File: config.mk
export PLATFORM = sky130hd
export DESIGN_NAME = lsosc_ctrl
export DESIGN_NICKNAME = d
export VERILOG_FILES = /design/src/rtl/lsosc_pkg.sv /design/src/rtl/lsosc_regs.sv /design/src/rtl/lsosc_edge.sv /design/src/rtl/lsosc_startup.sv /design/src/rtl/lsosc_div.sv /design/src/rtl/lsosc_ctrl.sv
export SDC_FILE = /design/constraint.sdc
export NUM_CORES = 1
export LEC_CHECK = 0
export BUFFER_PORTS_ARGS = -buffer_cell sky130_fd_sc_hd__buf_2
export CORE_ASPECT_RATIO = 1.5
export CORE_MARGIN = 8
export CORE_UTILIZATION = 40
export CTS_BUF_LIST = sky130_fd_sc_hd__clkbuf_8
export DETAILED_ROUTE_END_ITERATION = 7
export GPL_TIMING_DRIVEN = 1
export MAX_ROUTING_LAYER = met4
export PLACE_DENSITY = 0.59
export SLEW_MARGIN = 40
export SYNTH_ARGS = -nofsm -noshare
export SYNTH_HDL_FRONTEND = slang
export SYNTH_SLANG_ARGS = --single-unit
File: constraint.sdc
create_clock -name clk -period 4.45 [get_ports clk]
set_input_delay 0 -clock clk [delete_from_list [all_inputs] [get_ports clk]]
set_output_delay 0 -clock clk [all_outputs]
set_load 0.1 [all_outputs]
File: src/rtl/lsosc_pkg.sv
// Package: shared widths, the control word layout and the startup length function.
// Assumes the startup code is small enough that the count fits CNT_W bits.
package lsosc_pkg;
    localparam int STARTUP_W = 3;
    localparam int START_SHIFT = 3;
    localparam int CTRL_W = 5 + STARTUP_W;
    localparam int CNT_W = (1 << STARTUP_W) - 1 + START_SHIFT + 1;
    localparam int DIV_LOG2 = 5;

    typedef struct packed {
        logic                 ien;
        logic                 en1k;
        logic                 en32k;
        logic [STARTUP_W-1:0] startup;
        logic                 xtal;
        logic                 enable;
    } ctrl_t;

    // Number of raw oscillator edges to count for a startup code.
    function automatic logic [CNT_W-1:0] startup_len(input logic [STARTUP_W-1:0] code);
        return CNT_W'(1) << (int'(code) + START_SHIFT);
    endfunction
endpackage

File: src/rtl/lsosc_regs.sv
// Control register with the write rule: a write that changes the enable bit
// together with any other field is dropped, and it sets a sticky error flag.
// The control word resets only on power-on. The error flag also clears on system reset.
module lsosc_regs
    import lsosc_pkg::*;
(
    input  logic              clk,
    input  logic              por_n,
    input  logic              sys_rstn,
    input  logic              wr_en,
    input  logic [CTRL_W-1:0] wr_data,
    output ctrl_t             ctrl_q,
    output logic              werr
);
    ctrl_t wr_word;
    logic  en_flip;
    logic  rest_diff;
    logic  bad_wr;

    // Classify the incoming write against the held word.
    always_comb begin
        wr_word   = ctrl_t'(wr_data);
        en_flip   = wr_word.enable != ctrl_q.enable;
        rest_diff = wr_word[CTRL_W-1:1] != ctrl_q[CTRL_W-1:1];
        bad_wr    = en_flip && rest_diff;
    end

    // Hold the control word; only power-on clears it.
    always_ff @(posedge clk) begin
        if (!por_n)
            ctrl_q <= '0;
        else if (wr_en && !bad_wr)
            ctrl_q <= wr_word;
    end

    // Sticky error flag for rejected writes.
    always_ff @(posedge clk) begin
        if (!sys_rstn)
            werr <= 1'b0;
        else if (wr_en && bad_wr)
            werr <= 1'b1;
    end

    assert_bad_write_ignored_R8: assert property (@(posedge clk) disable iff (!sys_rstn)
        (wr_en && bad_wr) |=> ($stable(ctrl_q) && werr));
endmodule

File: src/rtl/lsosc_edge.sv
// Brings the raw oscillator level into the clk domain through two flops and
// flags each rising edge with a one-cycle tick. Assumes osc_raw is much slower than clk.
module lsosc_edge (
    input  logic clk,
    input  logic por_n,
    input  logic osc_raw,
    output logic osc_lvl,
    output logic osc_tick
);
    logic s1;
    logic s2;
    logic s3;

    // Synchroniser and the history flop used for edge detection.
    always_ff @(posedge clk) begin
        if (!por_n) begin
            s1 <= 1'b0;
            s2 <= 1'b0;
            s3 <= 1'b0;
        end else begin
            s1 <= osc_raw;
            s2 <= s1;
            s3 <= s2;
        end
    end

    // Present the settled level and its rising edge.
    always_comb begin
        osc_lvl  = s2;
        osc_tick = s2 && !s3;
    end
endmodule

File: src/rtl/lsosc_startup.sv
// Startup counter. While enabled and not yet ready it counts oscillator edges,
// and sets ready on the edge that completes 2^(code+3) of them. Disabling clears
// the counter and ready. The ready interrupt is a registered one-cycle pulse.
module lsosc_startup
    import lsosc_pkg::*;
(
    input  logic                 clk,
    input  logic                 por_n,
    input  logic                 sys_rstn,
    input  logic                 enable,
    input  logic                 ien,
    input  logic [STARTUP_W-1:0] code,
    input  logic                 osc_tick,
    output logic                 ready,
    output logic                 irq
);
    logic [CNT_W-1:0] cnt;
    logic [CNT_W-1:0] last;
    logic             done;

    // Detect the edge that ends the startup window.
    always_comb begin
        last = startup_len(code) - CNT_W'(1);
        done = enable && osc_tick && !ready && (cnt >= last);
    end

    // Count edges and hold ready; only power-on or disable clear them.
    always_ff @(posedge clk) begin
        if (!por_n || !enable) begin
            cnt   <= '0;
            ready <= 1'b0;
        end else if (done) begin
            cnt   <= '0;
            ready <= 1'b1;
        end else if (osc_tick && !ready) begin
            cnt <= cnt + CNT_W'(1);
        end
    end

    // One-cycle interrupt on the rising transition of ready.
    always_ff @(posedge clk) begin
        if (!sys_rstn)
            irq <= 1'b0;
        else
            irq <= done && ien;
    end

    assert_irq_on_rise_R5: assert property (@(posedge clk) disable iff (!sys_rstn)
        irq |-> (ready && !$past(ready)));
    assert_ready_drop_R10: assert property (@(posedge clk) disable iff (!por_n)
        !enable |=> !ready);
    assert_ready_on_edge_R3: assert property (@(posedge clk) disable iff (!por_n)
        $rose(ready) |-> $past(osc_tick));
endmodule

File: src/rtl/lsosc_div.sv
// Divide-by-2^DIV_LOG2 counter on oscillator edges once ready. Issues a one-clk
// tick on each wrap when crystal mode and the tick enable are set.
module lsosc_div
    import lsosc_pkg::*;
(
    input  logic clk,
    input  logic por_n,
    input  logic run,
    input  logic xtal,
    input  logic en1k,
    input  logic osc_tick,
    output logic tick1k
);
    localparam logic [DIV_LOG2-1:0] DIV_TOP = '1;
    logic [DIV_LOG2-1:0] div;

    // Free-running divider, cleared when not running.
    always_ff @(posedge clk) begin
        if (!por_n || !run)
            div <= '0;
        else if (osc_tick)
            div <= div + 1'b1;
    end

    // Gate the wrap pulse to crystal mode with the tick enable.
    always_comb tick1k = run && xtal && en1k && osc_tick && (div == DIV_TOP);

    assert_tick1k_gated_R7: assert property (@(posedge clk) disable iff (!por_n)
        tick1k |-> (xtal && run));
endmodule

File: src/rtl/lsosc_ctrl.sv
// Top of the low-speed oscillator startup controller. It joins the control
// register, the edge synchroniser, the startup counter and the 1 kHz divider.
// It also drives the output gating and the pin ownership. Assumes one system
// clock and two synchronous active-low resets.
module lsosc_ctrl
    import lsosc_pkg::*;
(
    input  logic              clk,
    input  logic              por_n,
    input  logic              rst_n,
    input  logic              osc_raw,
    input  logic              wr_en,
    input  logic [CTRL_W-1:0] wr_data,
    output logic [CTRL_W-1:0] ctrl_rd,
    output logic              ready,
    output logic              irq,
    output logic              werr,
    output logic              clk32_out,
    output logic              tick1k,
    output logic              pin_xin_ovr,
    output logic              pin_xout_ovr
);
    ctrl_t ctrl_q;
    logic  sys_rstn;
    logic  osc_lvl;
    logic  osc_tick;

    // Either reset clears the flags that do not survive a system reset.
    always_comb sys_rstn = por_n && rst_n;

    lsosc_regs u_regs (
        .clk      (clk),
        .por_n    (por_n),
        .sys_rstn (sys_rstn),
        .wr_en    (wr_en),
        .wr_data  (wr_data),
        .ctrl_q   (ctrl_q),
        .werr     (werr)
    );

    lsosc_edge u_edge (
        .clk      (clk),
        .por_n    (por_n),
        .osc_raw  (osc_raw),
        .osc_lvl  (osc_lvl),
        .osc_tick (osc_tick)
    );

    lsosc_startup u_start (
        .clk      (clk),
        .por_n    (por_n),
        .sys_rstn (sys_rstn),
        .enable   (ctrl_q.enable),
        .ien      (ctrl_q.ien),
        .code     (ctrl_q.startup),
        .osc_tick (osc_tick),
        .ready    (ready),
        .irq      (irq)
    );

    lsosc_div u_div (
        .clk      (clk),
        .por_n    (por_n),
        .run      (ready),
        .xtal     (ctrl_q.xtal),
        .en1k     (ctrl_q.en1k),
        .osc_tick (osc_tick),
        .tick1k   (tick1k)
    );

    // Output gating and pin ownership from the control word and ready.
    always_comb begin
        ctrl_rd      = ctrl_q;
        clk32_out    = osc_lvl && ready && ctrl_q.enable && ctrl_q.xtal && ctrl_q.en32k;
        pin_xin_ovr  = ctrl_q.enable;
        pin_xout_ovr = ctrl_q.enable && ctrl_q.xtal;
    end

    assert_pins_R2: assert property (@(posedge clk) disable iff (!por_n)
        pin_xout_ovr |-> pin_xin_ovr);
    assert_masked_R4: assert property (@(posedge clk) disable iff (!por_n)
        clk32_out |-> ready);
endmodule

==> metrics <==
outcome=complete, no violations; final WL=4541 µm; fillcell total=475; ys flop type=dfxtp_1; CTS tree=built; area grow syn2layout=12.85%; most common cell after layout, fill and taps aside=dfxtp_1; Synth area leader=dfxtp_1; critical path required time=4.67 ns; Die Ht=101.9 µm; first-pass GRT wire length=7603 µm; Synth cell types=43; clk slew on worst S/H paths=0.07 ns; Achievable Freq=423.1 MHz; placer congestion estimate=0.7351; Vias/cell=5.409; ANT cells=0; CP max stage cell=dfxtp_1; layout cells sized above 1=0.2024; Worst-Skew Late Latency=0.28 ns; Initial Util=0.4123; largest net degree at the start of global routing=25; crit path DAT=2.59 ns; H-tree depth=2; DR DRC count=0; worst min-delay path class=in2reg; commonest non-fill, non-tap cells in the layout=dfxtp_1 (30), nand2_1 (28), buf_2 (27), ha_1 (14); clk buf depth=2; Die Wd=73.26 µm; pre-CTS setup slack=2.062 ns; final antenna-violating net count=0; Synth area leaders=dfxtp_1 (31%), ha_1 (8.9%), nand2_1 (5.3%), xnor2_1 (5.3%), a211o_2 (3.6%); sequential-to-total area share from yosys stat=0.3053; measured slew at the worst slew-check pin=0.6628 ns; final setup fails=0; WP buf/inv=0; gr usage total=0.1330; slew margin rel.=0.5559; clk sink count=30; Max VDD drop=248.1 µV; Clock Skew=0.004403 ns; Detailed Route Iter0 Violations=50; Power Dens Cells=279.6 nW/µm²; Seq cells post-synth=30; IO Pins=28; first drt pass iteration count=4; area of the die=7464 µm²; Buffers on Ports=27; critical path class=reg2reg; minimum clock period=2.363 ns; DR WL/cell=14.51 µm; setup tns final=0 ns; slowest cell delay on critical path=0.50 ns; worst-path cell chain=o21ai_0, nand2b_1, ha_1, nand4_1, or3_1, o22ai_2, o2111a_1; CP top delay family=compound AO/OA/AOI/OAI gates; worst-path fanout max=12; gr ovfl total=0; Post-CTS Setup Inserts=0; initial antenna violation count=0; vias in the first global route=1618; Syn Inst Count=225; max_cap viols=0; worst setup margin=2.087 ns; Synth Cell Area=1967 µm²; Static Leak=0.0009214 µW; core area=4771 µm²; Mapped Avg Cell Area=8.742 µm²; dpl hpwl=3294 µm; Hold Violations, Final=0; Final Max Slew Viols=0; row count=31; post-synth top area share=0.3053; FFs w/ async S/R, synth=0; Final period util=0.5311; Final Net Count=273; Synth warnings=0; Num CTS Buffers=5; EDFF count, synth=0; Root Buffer=clkbuf_8; Crit. End Element=register; RSZ-0062 raised after global routing=false; CP startpoint kind=register; routed vias=1693
[synthesized netlist by cell type, types with 8 or more instances]
cell,instances
nor4_1,11
nand2_1,28
xor2_1,8
nand3_1,11
dfxtp_1,30
nor2_1,10
ha_1,14
xnor2_1,12
and3_1,9
[final cells by class]
cell class              count  area (µm²)  share of cell area
flip-flops and latches     30       600.6              0.2706
repair buffers             31       172.7             0.07779
well taps                  66       82.58             0.03720
inverters                   4       15.01            0.006764
clock buffers               6       82.58             0.03720
multi-input cells         174        1254              0.5648
clock inverters             2       12.51            0.005637
[cells by family after synthesis]
kind of cell / Yosys count / synth area share
and+or+nand+nor: 99 / 0.2773
AOI/OAI and AO/OA: 33 / 0.1342
DFF: 30 / 0.3053
buffers and inverters: 22 / 0.06933
xor gates and xnor gates: 21 / 0.09733
adders and majority gates: 14 / 0.08906
muxes: 5 / 0.02545
other: 1 / 0.001907
[report_power, final]
part / internal [µW] / total, µW / switching, µW
logic: 29.8 / 104 / 74.2
clock network: 124 / 233 / 109
registers: 274 / 284 / 9.18
[path summary, 6_finish.rpt]
kind                     from                to  slack [ns]  cells past startpoint
max          u_regs.ctrl_q[2]       u_start.irq        2.09                      7
min                wr_data[6]  u_regs.ctrl_q[6]        0.12                      4
max reg2reg  u_regs.ctrl_q[2]       u_start.irq        2.09                      7
min reg2reg         u_edge.s1    u_edge.osc_lvl        0.44                      1
[tightest hold or removal path, stage by stage]
cell and delay [ns]:
buf_2 0.09, and3_1 0.15, nand2_1 0.05, o2111ai_1 0.07
[metrics by stage]
stage / area [µm²] / instances / hold slack [ns] / utilization / total power, µW
3_3_place_gp: 2067 / 301 / 0.2052 / 0.4333 / 388.4
5_1_grt: 2220 / 313 / 0.1399 / 0.4653 / 650.6
6_report: 2220 / 313 / 0.1160 / 0.4653 / 620.5
4_1_cts: 2212 / 312 / 0.1091 / 0.4637 / 625.5
3_5_place_dp: 2087 / 301 / 0.2107 / 0.4375 / 390.7
2_1_floorplan: 1971 / 226 / 0.1273 / - / 375.1
[state kept, by name (all words and copies together), names as in the netlist]
register / flops
u_edge.s3: 1
u_start.irq: 1
u_start.ready: 1
u_start.cnt: 11
u_edge.osc_lvl: 1
u_regs.ctrl_q: 8
u_div.div: 5
u_regs.werr: 1
u_edge.s1: 1
[repair_timing]
action,CTS,global route
hold endpoints to repair,4,0
hold buffers,3,0
resized for setup,0,0
[metal layers]
layer	GRT usage	wire, µm
met4	0.05418	82
met1	0.1439	2081
met3	0.03045	104
met5	-	0
met2	0.2274	2273
Note: power is estimated with default switching activity, not from simulation.
